<file path="config.mk">
export PLATFORM = sky130hd
export DESIGN_NAME = tcon_spi_slave
export DESIGN_NICKNAME = d
export VERILOG_FILES = /design/src/rtl/tcon_spi_pkg.sv /design/src/rtl/spi_in_sync.sv /design/src/rtl/spi_frame_seq.sv /design/src/rtl/tcon_cfg_regs.sv /design/src/rtl/tcon_spi_slave.sv
export SDC_FILE = /design/constraint.sdc
export NUM_CORES = 1
export LEC_CHECK = 0
export CAP_MARGIN = 20
export CORE_MARGIN = 2
export CORE_UTILIZATION = 59
export CTS_CLUSTER_SIZE = 40
export DETAILED_ROUTE_END_ITERATION = 8
export GPL_ROUTABILITY_DRIVEN = 1
export PLACE_DENSITY = 0.78
export SLEW_MARGIN = 10
export SYNTH_ARGS = -nofsm -noshare
export SYNTH_HDL_FRONTEND = slang
export SYNTH_HIERARCHICAL = 1
export SYNTH_SLANG_ARGS = --single-unit
</file>
<file path="constraint.sdc">
create_clock -name clk -period 2.3 [get_ports clk]
set_input_delay 0.46 -clock clk [delete_from_list [all_inputs] [get_ports clk]]
set_output_delay 0.46 -clock clk [all_outputs]
set_load 0.02 [all_outputs]
</file>
<file path="src/rtl/tcon_spi_pkg.sv">
package tcon_spi_pkg;

    localparam int ADDR_W      = 6;
    localparam int DATA_W      = 8;
    localparam int RES_W       = 3;
    localparam int DATA_START  = ADDR_W + 2;
    localparam int FRAME_BITS  = DATA_START + DATA_W;
    localparam int CNT_W       = $clog2(FRAME_BITS + 1);

    localparam logic [ADDR_W-1:0] A_SCRATCH = ADDR_W'(0);
    localparam logic [ADDR_W-1:0] A_IDENT   = ADDR_W'(1);
    localparam logic [ADDR_W-1:0] A_RES     = ADDR_W'(2);
    localparam logic [ADDR_W-1:0] A_CTRL    = ADDR_W'(3);

    localparam logic [RES_W-1:0] RES_RESET = 3'd7;

    typedef struct packed {
        logic [DATA_W-1:0] scratch;
        logic [RES_W-1:0]  res;
        logic              owner;
        logic              active;
    } cfg_regs_t;

    function automatic logic [DATA_W-1:0] pack_res(input logic [RES_W-1:0] r);
        return {{(DATA_W-RES_W){1'b0}}, r};
    endfunction

    function automatic logic [DATA_W-1:0] pack_ctrl(input logic own, input logic act);
        return {own, {(DATA_W-2){1'b0}}, act};
    endfunction

endpackage

</file>
<file path="src/rtl/spi_in_sync.sv">
module spi_in_sync #(
    parameter int STAGES = 2
) (
    input  logic clk,
    input  logic rst,
    input  logic sclk_i,
    input  logic cs_n_i,
    input  logic sdi_i,
    output logic cs_act_o,
    output logic sdi_o,
    output logic rise_o,
    output logic fall_o
);
    // lane 0: sclk, lane 1: cs_n, lane 2: sdi
    localparam int LANES = 3;
    localparam logic [LANES-1:0] RST_VAL = 3'b010;

    logic [LANES-1:0] raw;
    logic [LANES-1:0] stg [STAGES];
    logic             sclk_prev;

    assign raw = {sdi_i, cs_n_i, sclk_i};

    genvar g;
    generate
        for (g = 0; g < STAGES; g++) begin : g_stage
            always_ff @(posedge clk) begin
                if (rst) stg[g] <= RST_VAL;
                else if (g == 0) stg[g] <= raw;
                else stg[g] <= stg[(g == 0) ? 0 : g-1];
            end
        end
    endgenerate

    always_ff @(posedge clk) begin
        if (rst) sclk_prev <= 1'b0;
        else     sclk_prev <= stg[STAGES-1][0];
    end

    assign cs_act_o = ~stg[STAGES-1][1];
    assign sdi_o    = stg[STAGES-1][2];
    assign rise_o   = stg[STAGES-1][0] & ~sclk_prev;
    assign fall_o   = ~stg[STAGES-1][0] & sclk_prev;
endmodule

</file>
<file path="src/rtl/spi_frame_seq.sv">
module spi_frame_seq
    import tcon_spi_pkg::*;
(
    input  logic              clk,
    input  logic              rst,
    input  logic              cs_act,
    input  logic              rise,
    input  logic              fall,
    input  logic              sdi,
    input  logic [DATA_W-1:0] rd_data,
    output logic [ADDR_W-1:0] addr,
    output logic              is_read,
    output logic [CNT_W-1:0]  bit_cnt,
    output logic              wr_pulse,
    output logic [DATA_W-1:0] wr_data,
    output logic              sdo,
    output logic              sdo_en
);
    localparam logic [CNT_W-1:0] C_DIR   = CNT_W'(ADDR_W);
    localparam logic [CNT_W-1:0] C_DATA  = CNT_W'(DATA_START);
    localparam logic [CNT_W-1:0] C_LAST  = CNT_W'(FRAME_BITS - 1);
    localparam logic [CNT_W-1:0] C_END   = CNT_W'(FRAME_BITS);

    logic [DATA_W-1:0] rx_sh;
    logic [DATA_W-1:0] tx_sh;

    always_ff @(posedge clk) begin
        wr_pulse <= 1'b0;
        if (rst || !cs_act) begin
            bit_cnt <= '0;
            addr    <= '0;
            is_read <= 1'b0;
            rx_sh   <= '0;
            tx_sh   <= '0;
            sdo_en  <= 1'b0;
            if (rst) wr_data <= '0;
        end else begin
            if (rise && bit_cnt != C_END) begin
                bit_cnt <= bit_cnt + 1'b1;
                if (bit_cnt < C_DIR)   addr    <= {addr[ADDR_W-2:0], sdi};
                if (bit_cnt == C_DIR)  is_read <= sdi;
                if (bit_cnt >= C_DATA) rx_sh   <= {rx_sh[DATA_W-2:0], sdi};
                if (bit_cnt == C_LAST) begin
                    sdo_en <= 1'b0;
                    if (!is_read) begin
                        wr_pulse <= 1'b1;
                        wr_data  <= {rx_sh[DATA_W-2:0], sdi};
                    end
                end
            end
            if (fall && is_read) begin
                if (bit_cnt == C_DATA) begin
                    tx_sh  <= rd_data;
                    sdo_en <= 1'b1;
                end else if (sdo_en) begin
                    tx_sh  <= {tx_sh[DATA_W-2:0], 1'b0};
                end
            end
        end
    end

    assign sdo = tx_sh[DATA_W-1];
endmodule

</file>
<file path="src/rtl/tcon_cfg_regs.sv">
module tcon_cfg_regs
    import tcon_spi_pkg::*;
#(
    parameter logic [3:0] CHIP_ID  = 4'hA,
    parameter logic [3:0] CHIP_REV = 4'h2
) (
    input  logic              clk,
    input  logic              rst,
    input  logic              wr_pulse,
    input  logic [ADDR_W-1:0] wr_addr,
    input  logic [DATA_W-1:0] wr_data,
    input  logic [ADDR_W-1:0] rd_addr,
    input  logic [RES_W-1:0]  strap_res,
    input  logic              strap_active,
    output logic [DATA_W-1:0] rd_data,
    output logic [RES_W-1:0]  res_code,
    output logic              panel_active,
    output cfg_regs_t         regs
);
    always_ff @(posedge clk) begin
        if (rst) begin
            regs.scratch <= '0;
            regs.res     <= RES_RESET;
            regs.owner   <= 1'b0;
            regs.active  <= 1'b0;
        end else if (wr_pulse) begin
            case (wr_addr)
                A_SCRATCH: regs.scratch <= wr_data;
                A_RES:     regs.res     <= wr_data[RES_W-1:0];
                A_CTRL: begin
                    regs.owner  <= wr_data[DATA_W-1];
                    regs.active <= wr_data[0];
                end
                default: ;
            endcase
        end
    end

    always_comb begin
        res_code     = regs.owner ? regs.res    : strap_res;
        panel_active = regs.owner ? regs.active : strap_active;
    end

    always_comb begin
        case (rd_addr)
            A_SCRATCH: rd_data = regs.scratch;
            A_IDENT:   rd_data = {CHIP_ID, CHIP_REV};
            A_RES:     rd_data = pack_res(res_code);
            A_CTRL:    rd_data = pack_ctrl(regs.owner, panel_active);
            default:   rd_data = '0;
        endcase
    end
endmodule

</file>
<file path="src/rtl/tcon_spi_slave.sv">
module tcon_spi_slave
    import tcon_spi_pkg::*;
#(
    parameter logic [3:0] CHIP_ID     = 4'hA,
    parameter logic [3:0] CHIP_REV    = 4'h2,
    parameter int         SYNC_STAGES = 2
) (
    input  logic             clk,
    input  logic             rst,
    input  logic             spi_sclk,
    input  logic             spi_cs_n,
    input  logic             spi_sdi,
    output logic             spi_sdo,
    output logic             spi_sdo_en,
    input  logic [RES_W-1:0] strap_res,
    input  logic             strap_active,
    output logic [RES_W-1:0] res_code,
    output logic             panel_active
);
    logic              cs_act;
    logic              sdi_s;
    logic              sclk_rise;
    logic              sclk_fall;
    logic [ADDR_W-1:0] frm_addr;
    logic              frm_read;
    logic [CNT_W-1:0]  frm_cnt;
    logic              wr_pulse;
    logic [DATA_W-1:0] wr_data;
    logic [DATA_W-1:0] rd_data;
    cfg_regs_t         regs;

    spi_in_sync #(.STAGES(SYNC_STAGES)) u_sync (
        .clk      (clk),
        .rst      (rst),
        .sclk_i   (spi_sclk),
        .cs_n_i   (spi_cs_n),
        .sdi_i    (spi_sdi),
        .cs_act_o (cs_act),
        .sdi_o    (sdi_s),
        .rise_o   (sclk_rise),
        .fall_o   (sclk_fall)
    );

    spi_frame_seq u_seq (
        .clk      (clk),
        .rst      (rst),
        .cs_act   (cs_act),
        .rise     (sclk_rise),
        .fall     (sclk_fall),
        .sdi      (sdi_s),
        .rd_data  (rd_data),
        .addr     (frm_addr),
        .is_read  (frm_read),
        .bit_cnt  (frm_cnt),
        .wr_pulse (wr_pulse),
        .wr_data  (wr_data),
        .sdo      (spi_sdo),
        .sdo_en   (spi_sdo_en)
    );

    tcon_cfg_regs #(.CHIP_ID(CHIP_ID), .CHIP_REV(CHIP_REV)) u_regs (
        .clk          (clk),
        .rst          (rst),
        .wr_pulse     (wr_pulse),
        .wr_addr      (frm_addr),
        .wr_data      (wr_data),
        .rd_addr      (frm_addr),
        .strap_res    (strap_res),
        .strap_active (strap_active),
        .rd_data      (rd_data),
        .res_code     (res_code),
        .panel_active (panel_active),
        .regs         (regs)
    );
endmodule

</file>
After elaboration in Yosys (flattened, before gate mapping)

Memories as Yosys holds them, arrays and structs flattened.
Index checks and enable logic that the tools add are counted.

Muxes and demuxes: 20
Order comparisons: 2
Add/sub/neg operators: 1
Bitwise gates (word level): 8
Equal/unequal tests: 9
Reduce and logical (&&, ||, !) cells: 16

Operators by type and width:

| cell                                                                  | number |
|---|---|
| 8-bit 2-to-1 mux                                                      | 7 |
| 8-bit one-hot mux with 4 select lines                                 | 1 |
| 2-bit AND reduction                                                   | 7 |
| 6-bit by 2-bit equality test with 1-bit output, second input constant | 2 |
| 5-bit by 4-bit equality test with 1-bit output, second input constant | 2 |
| 1-bit 2-to-1 mux                                                      | 9 |
| 3-bit 2-to-1 mux                                                      | 3 |
| 6-bit by 1-bit equality test with 1-bit output, second input constant | 1 |
| 6-bit zero test                                                       | 1 |
| 2-bit nonzero test                                                    | 3 |
| 5-bit by 1-bit adder with 5-bit output, second input constant         | 1 |
| 5-bit by 3-bit equality test with 1-bit output, second input constant | 1 |
| 5-bit by 4-bit >= comparator with 1-bit output, second input constant | 1 |
| 5-bit by 3-bit < comparator with 1-bit output, second input constant  | 1 |
| 5-bit inequality test, second input constant                          | 1 |
| 2-bit inequality test, second input constant                          | 2 |
| 1-bit NOT                                                             | 4 |
| 4-bit AND reduction                                                   | 1 |
| 3-bit OR reduction                                                    | 1 |
| 1-bit AND                                                             | 2 |
| 1-bit logical AND                                                     | 2 |
| 1-bit OR                                                              | 2 |
| 1-bit logical OR                                                      | 1 |

Memories: 1
Output and inout bits: 6
Logic and storage cells: 70
Bits of input ports: 9
Memory bits (writable): 6
Register bits after elaboration: 51

Memory list:

| memory     | depth | width | rd ports | clocked after Yosys merged registers in | write ports | RTL line          | text |
|---|---|---|---|---|---|---|---|
| u_sync.stg | 2     | 3     | 2        | 0                                       | 2           | spi_in_sync.sv:19 | `logic [LANES-1:0] stg [STAGES];` |

Depth between registers and ports, before layout

Depth after elaboration: 6
Gate-level depth with buffers: 7
Gate-level depth less buffers: 6

Cells and area by module

Netlist, hierarchy kept.

Modules (own cells, without submodules):

| module        | area each (um^2) | sequential area each (um^2) | cells each | times used |
|---|---|---|---|---|
| spi_frame_seq | 1672.9           | 820.8                       | 171        | 1 |
| tcon_cfg_regs | 753.2            | 260.2                       | 92         | 1 |
| spi_in_sync   | 200.2            | 140.1                       | 17         | 1 |

Worst setup path before layout

No wires, ideal clock.

Path type: reg-to-reg
Start point: reg u_seq.addr[3]
End point: reg u_seq.tx_sh[0]
Clock period less this slack: 1670 ps
Buffers on the path: 1
Required time: 2230 ps
Arrival: 1600 ps
Setup time: 70 ps
Stages on the path, launching flop included: 7
Slack: 630 ps
Path through: dfxtp_1 -> or4_4 -> buf_6 -> a31oi_1 -> inv_1 -> or3_1 -> a21oi_1

Longest elaborated chain between the ends: 3
Elaborated cells on any way between the ends: 6
Classes of those cells: eq/ne (3); mux (2); reduce/logical (1)

Ends and longest elaborated chain:

| what                                                                   | RTL line             | text |
|---|---|---|
| start, declared                                                        | spi_frame_seq.sv:11  | `output logic [ADDR_W-1:0] addr,` |
| start signal, assigned                                                 | spi_frame_seq.sv:40  | `if (bit_cnt < C_DIR) addr <= {addr[ADDR_W-2:0], sdi};` |
| 6-bit by 2-bit equality test with 1-bit output (tied with other cells) | tcon_cfg_regs.sv:45  | `case (rd_addr)` |
| 8-bit one-hot mux with 4 select lines (*)                              | tcon_cfg_regs.sv:45  |  |
| named net rd_data[0]                                                   | tcon_spi_slave.sv:29 | `logic [DATA_W-1:0] rd_data;` |
| 8-bit 2-to-1 mux (*)                                                   | spi_frame_seq.sv:52  | `if (bit_cnt == C_DATA) begin` |
| end signal, assigned                                                   | spi_frame_seq.sv:53  | `tx_sh <= rd_data;` |
| end signal, assigned                                                   | spi_frame_seq.sv:56  | `tx_sh <= {tx_sh[DATA_W-2:0], 1'b0};` |
| end, declared                                                          | spi_frame_seq.sv:25  | `logic [DATA_W-1:0] tx_sh;` |

Mark *: on every way through the listed nets, which the timed path passes. The rest lies on a longest branch.
A chain may end at the register's enable or synchronous reset.

Worst setup path after layout

Start point: reg u_regs/regs[1] (netlist name)
End point: out res_code[1]

Longest elaborated chain between the ends: 1

Ends and longest elaborated chain:

| what             | RTL line             | text |
|---|---|---|
| 3-bit 2-to-1 mux | tcon_cfg_regs.sv:40  | `res_code = regs.owner ? regs.res : strap_res;` |
| end, declared    | tcon_spi_slave.sv:17 | `output logic [RES_W-1:0] res_code,` |

No other way between the ends.

==> results.md <==
* Status: completed
* Residual DRC at 0
* Synth Flop Type: dfxtp_1
* Antenna cells at 0
* PortBufs at 14
* Worst path required time at 1.84 ns
* Seq/Total Area, Yosys at 46.5%
* Final Max Tran Viols at 0
* Met3 Use GR at 6.41%
* Final instance area at 0.00296 mm²
* Worst R2R Setup Slack at 0.49 ns
* RePlAce Congestion at 0.803
* Total power at 0.00197 W
* Count of flip-flops with a built-in enable after synthesis at 8
* Post-CTS sizing at 0
* Hold Buf Count CTS at 0
* Die footprint at 0.00500 mm²
* Wire per inst at 15.5 µm
* Gate power share at 3.3%
* Final period demand of the worst path at 2.16 ns
* Async SR Flop Fraction at 0%
* Worst hold path class: flop to flop
* GR Util met2 at 36.8%
* Worst-Skew Late Latency at 0.34 ns
* Buf/Inv on CP at 1
* Number of top-level pins at 15
* Switching power at 0.000428 W
* Worst path top cell family by delay: buffers and inverters
* Largest cells by area after synthesis: dfxtp_1 37%, edfxtp_1 9.1%, nand3_1 6.3%
* Max VDD drop at 0.558 mV
* CTS Buffer Depth at 2
* Final hold violations at 0
* Post-synthesis cell type count at 50
* Root buf cell: clkbuf_8
* PD cells at 666 mW/mm²
* Average size of a mapped cell at 9.38 µm²
* CTS Sinks at 57
* Sw Ratio at 21.7%
* Startpoint Class: flop
* Share of the synthesized area in the top cell type at 37.4%
* CP max FO at 6
* Synth Cell Area at 0.00263 mm²
* Clk_skew at 0.0120 ns
* Setup Crit Path Kind: flop to primary output
* CTS tree: built
* Vias in the first global route at 1,987
* DIE WIDTH at 70.7 µm
* Post-CTS setup buffers at 0
* Tot GR Track Use at 23.7%
* Relative slew slack at 47.9%
* Register share of total power at 52.0%
* Global route total overflow at 0
* Final setup fails at 0
* Tightest Pin Transition at 0.779 ns
* Cell area after placement at 0.00277 mm²
* Post-route ant nets at 0
* Nets at 306
* Met1 usage at 31.3%
* Die H at 70.7 µm
* Crit path cell chain: mux2_2 -> clkdlybuf4s50_1
* Critical Path Sink Type: primary output
* Final wirelength at 5410 µm
* Commonest non-fill, non-tap cell in the layout: dfxtp_1
* Via density at 6.03
* Most frequent cells in the layout: 49 x dfxtp_1, 33 x nand3_1, 23 x a21oi_1
* Post-Syn Instances at 280
* Final setup margin at 0.140 ns
* LEAKAGE at 1.10 nW
* Fmax at 463 MHz
* Layout cells sized above 1 at 12.4%
* Synth Net Count at 293
* Max Cap Viol at 0
* Yosys reg bits at 57
* Core box area at 0.00432 mm²
* Via count at 2,111
* Critical path arrival at 1.70 ns
* RSZ-0062 raised after global routing: no
* Initial Util at 60.7%
* Synth Warn # at 6
* Total CTS buffers at 9
* Clock Pin Slew Worst Setup and Hold Paths at 0.07 ns
* Setup TNS at 0 ns
* Dpl ws at 0.150 ns
* FILL cells at 361
* Max incr delay on CP at 0.55 ns
* Cell taking the most area after synthesis: dfxtp_1
* Final HPWL DP at 3620 µm
* Clock power share at 44.7%
* Largest net degree at the start of global routing at 21
* Int Power at 0.00154 W
* Area added between synthesis and finish at 12.7%
* First-pass GRT wire length at 9300 µm
* Top Usage Layer GRT: met2
* Worst path slowest cell: clkdlybuf4s50_1
* Initial antenna violation count at 0
* First drt pass iteration count at 4
* Fin crit share at 93.9%
* DR iter-0 viols at 164
* Row count at 24
* H-Tree Depth at 3
==> path summary, 6_finish.rpt <==
| kind | cells past startpoint | from | endpoint |
|---|---|---|---|
| hold / removal | 1 | u_sync/stg[0][1] | u_sync/stg[1][1] |
| setup reg to reg | 4 | u_sync/stg[1][0] | u_seq/is_read |
| hold reg to reg | 1 | u_sync/stg[0][1] | u_sync/stg[1][1] |
| setup / recovery | 2 | u_regs/regs[1] | res_code[1] |
==> worst register-to-register path: stages (launching register included) <==
cell     delay, ns
dfxtp_1       0.34
nor2b_1       0.38
nor3b_1       0.70
nand4_1       0.18
a21oi_1       0.15
==> layout make-up <==
type	count	area, µm²	share of cell area [%]
multi-input combinational	189	1240	42.0
clock buffer	10	128	4.31
sequential	57	1220	41.3
timing repair buffer	20	185	6.26
tap	52	65.1	2.20
clock inverter	6	58.8	1.99
inverter	16	60.1	2.03
==> cell families (layout without fill, tap and decap cells) <==
logic type / Yosys count / count (layout) / synth area share (%)
AOI/OAI and AO/OA: 69 / 69 / 17.2
xor gates and xnor gates: 1 / 1 / 0.334
adders and majority gates: 4 / 4 / 1.91
buffers and inverters: 34 / 52 / 6.19
DFF: 57 / 57 / 46.5
muxes: 12 / 12 / 4.76
and+or+nand+nor: 103 / 103 / 23.2
==> per-layer routing <==
metal	vias up	part of all wire, %
met4	0	1.8
met2	48	47
met1	1008	47
li1	1045	-
met5	-	0
met3	10	4.0
==> registers in the layout (all words and copies together), names as in the netlist <==
name              flops
u_regs/regs          13
u_seq/tx_sh           8
u_seq/wr_data         8
u_seq/rx_sh           7
u_seq/addr            6
u_sync/stg            6
u_seq/bit_cnt         5
u_seq/is_read         1
u_seq/sdo_en          1
u_seq/wr_pulse        1
u_sync/sclk_prev      1
==> power by group through the flow <==
stage / Sequential [W] / Combinational [W] / Clock, W
detailed placement: 0.00105 / 0.0000645 / 0
global placement: 0.00105 / 0.0000630 / 0
floorplan: 0.00104 / 0.0000334 / 0
CTS: 0.00103 / 0.0000649 / 0.000894
global route: 0.00103 / 0.0000698 / 0.000944
finish: 0.00103 / 0.0000646 / 0.000881
==> synth_stat cells, types with 2 or more instances <==
master    instances
ha_1              4
inv_1            16
a31oi_1           2
a221oi_2          7
clkbuf_1          9
o21ai_0          17
nor3_1            5
buf_2             3
or3_1             3
nand2b_1          2
mux2i_1           8
dfxtp_1          49
nand4_1           2
nand2_1          13
a21oi_1          23
mux2_2            4
nor4bb_1          2
or2_1             3
edfxtp_1          8
o22ai_1           7
nand3_1          33
and3_1            2
o21ai_1           7
nor2b_1          10
and2_1            4
buf_6             4
nor2_1           10
==> stage by stage <==
stage	hold WS (ns)	utilization, %	cells
2_1_floorplan	0.383	-	280
3_3_place_gp	0.387	64.1	334
3_5_place_dp	0.388	64.1	334
4_1_cts	0.404	68.5	350
5_1_grt	0.441	68.5	350
6_report	0.401	68.5	350
Note: power is estimated with default switching activity, not from simulation.
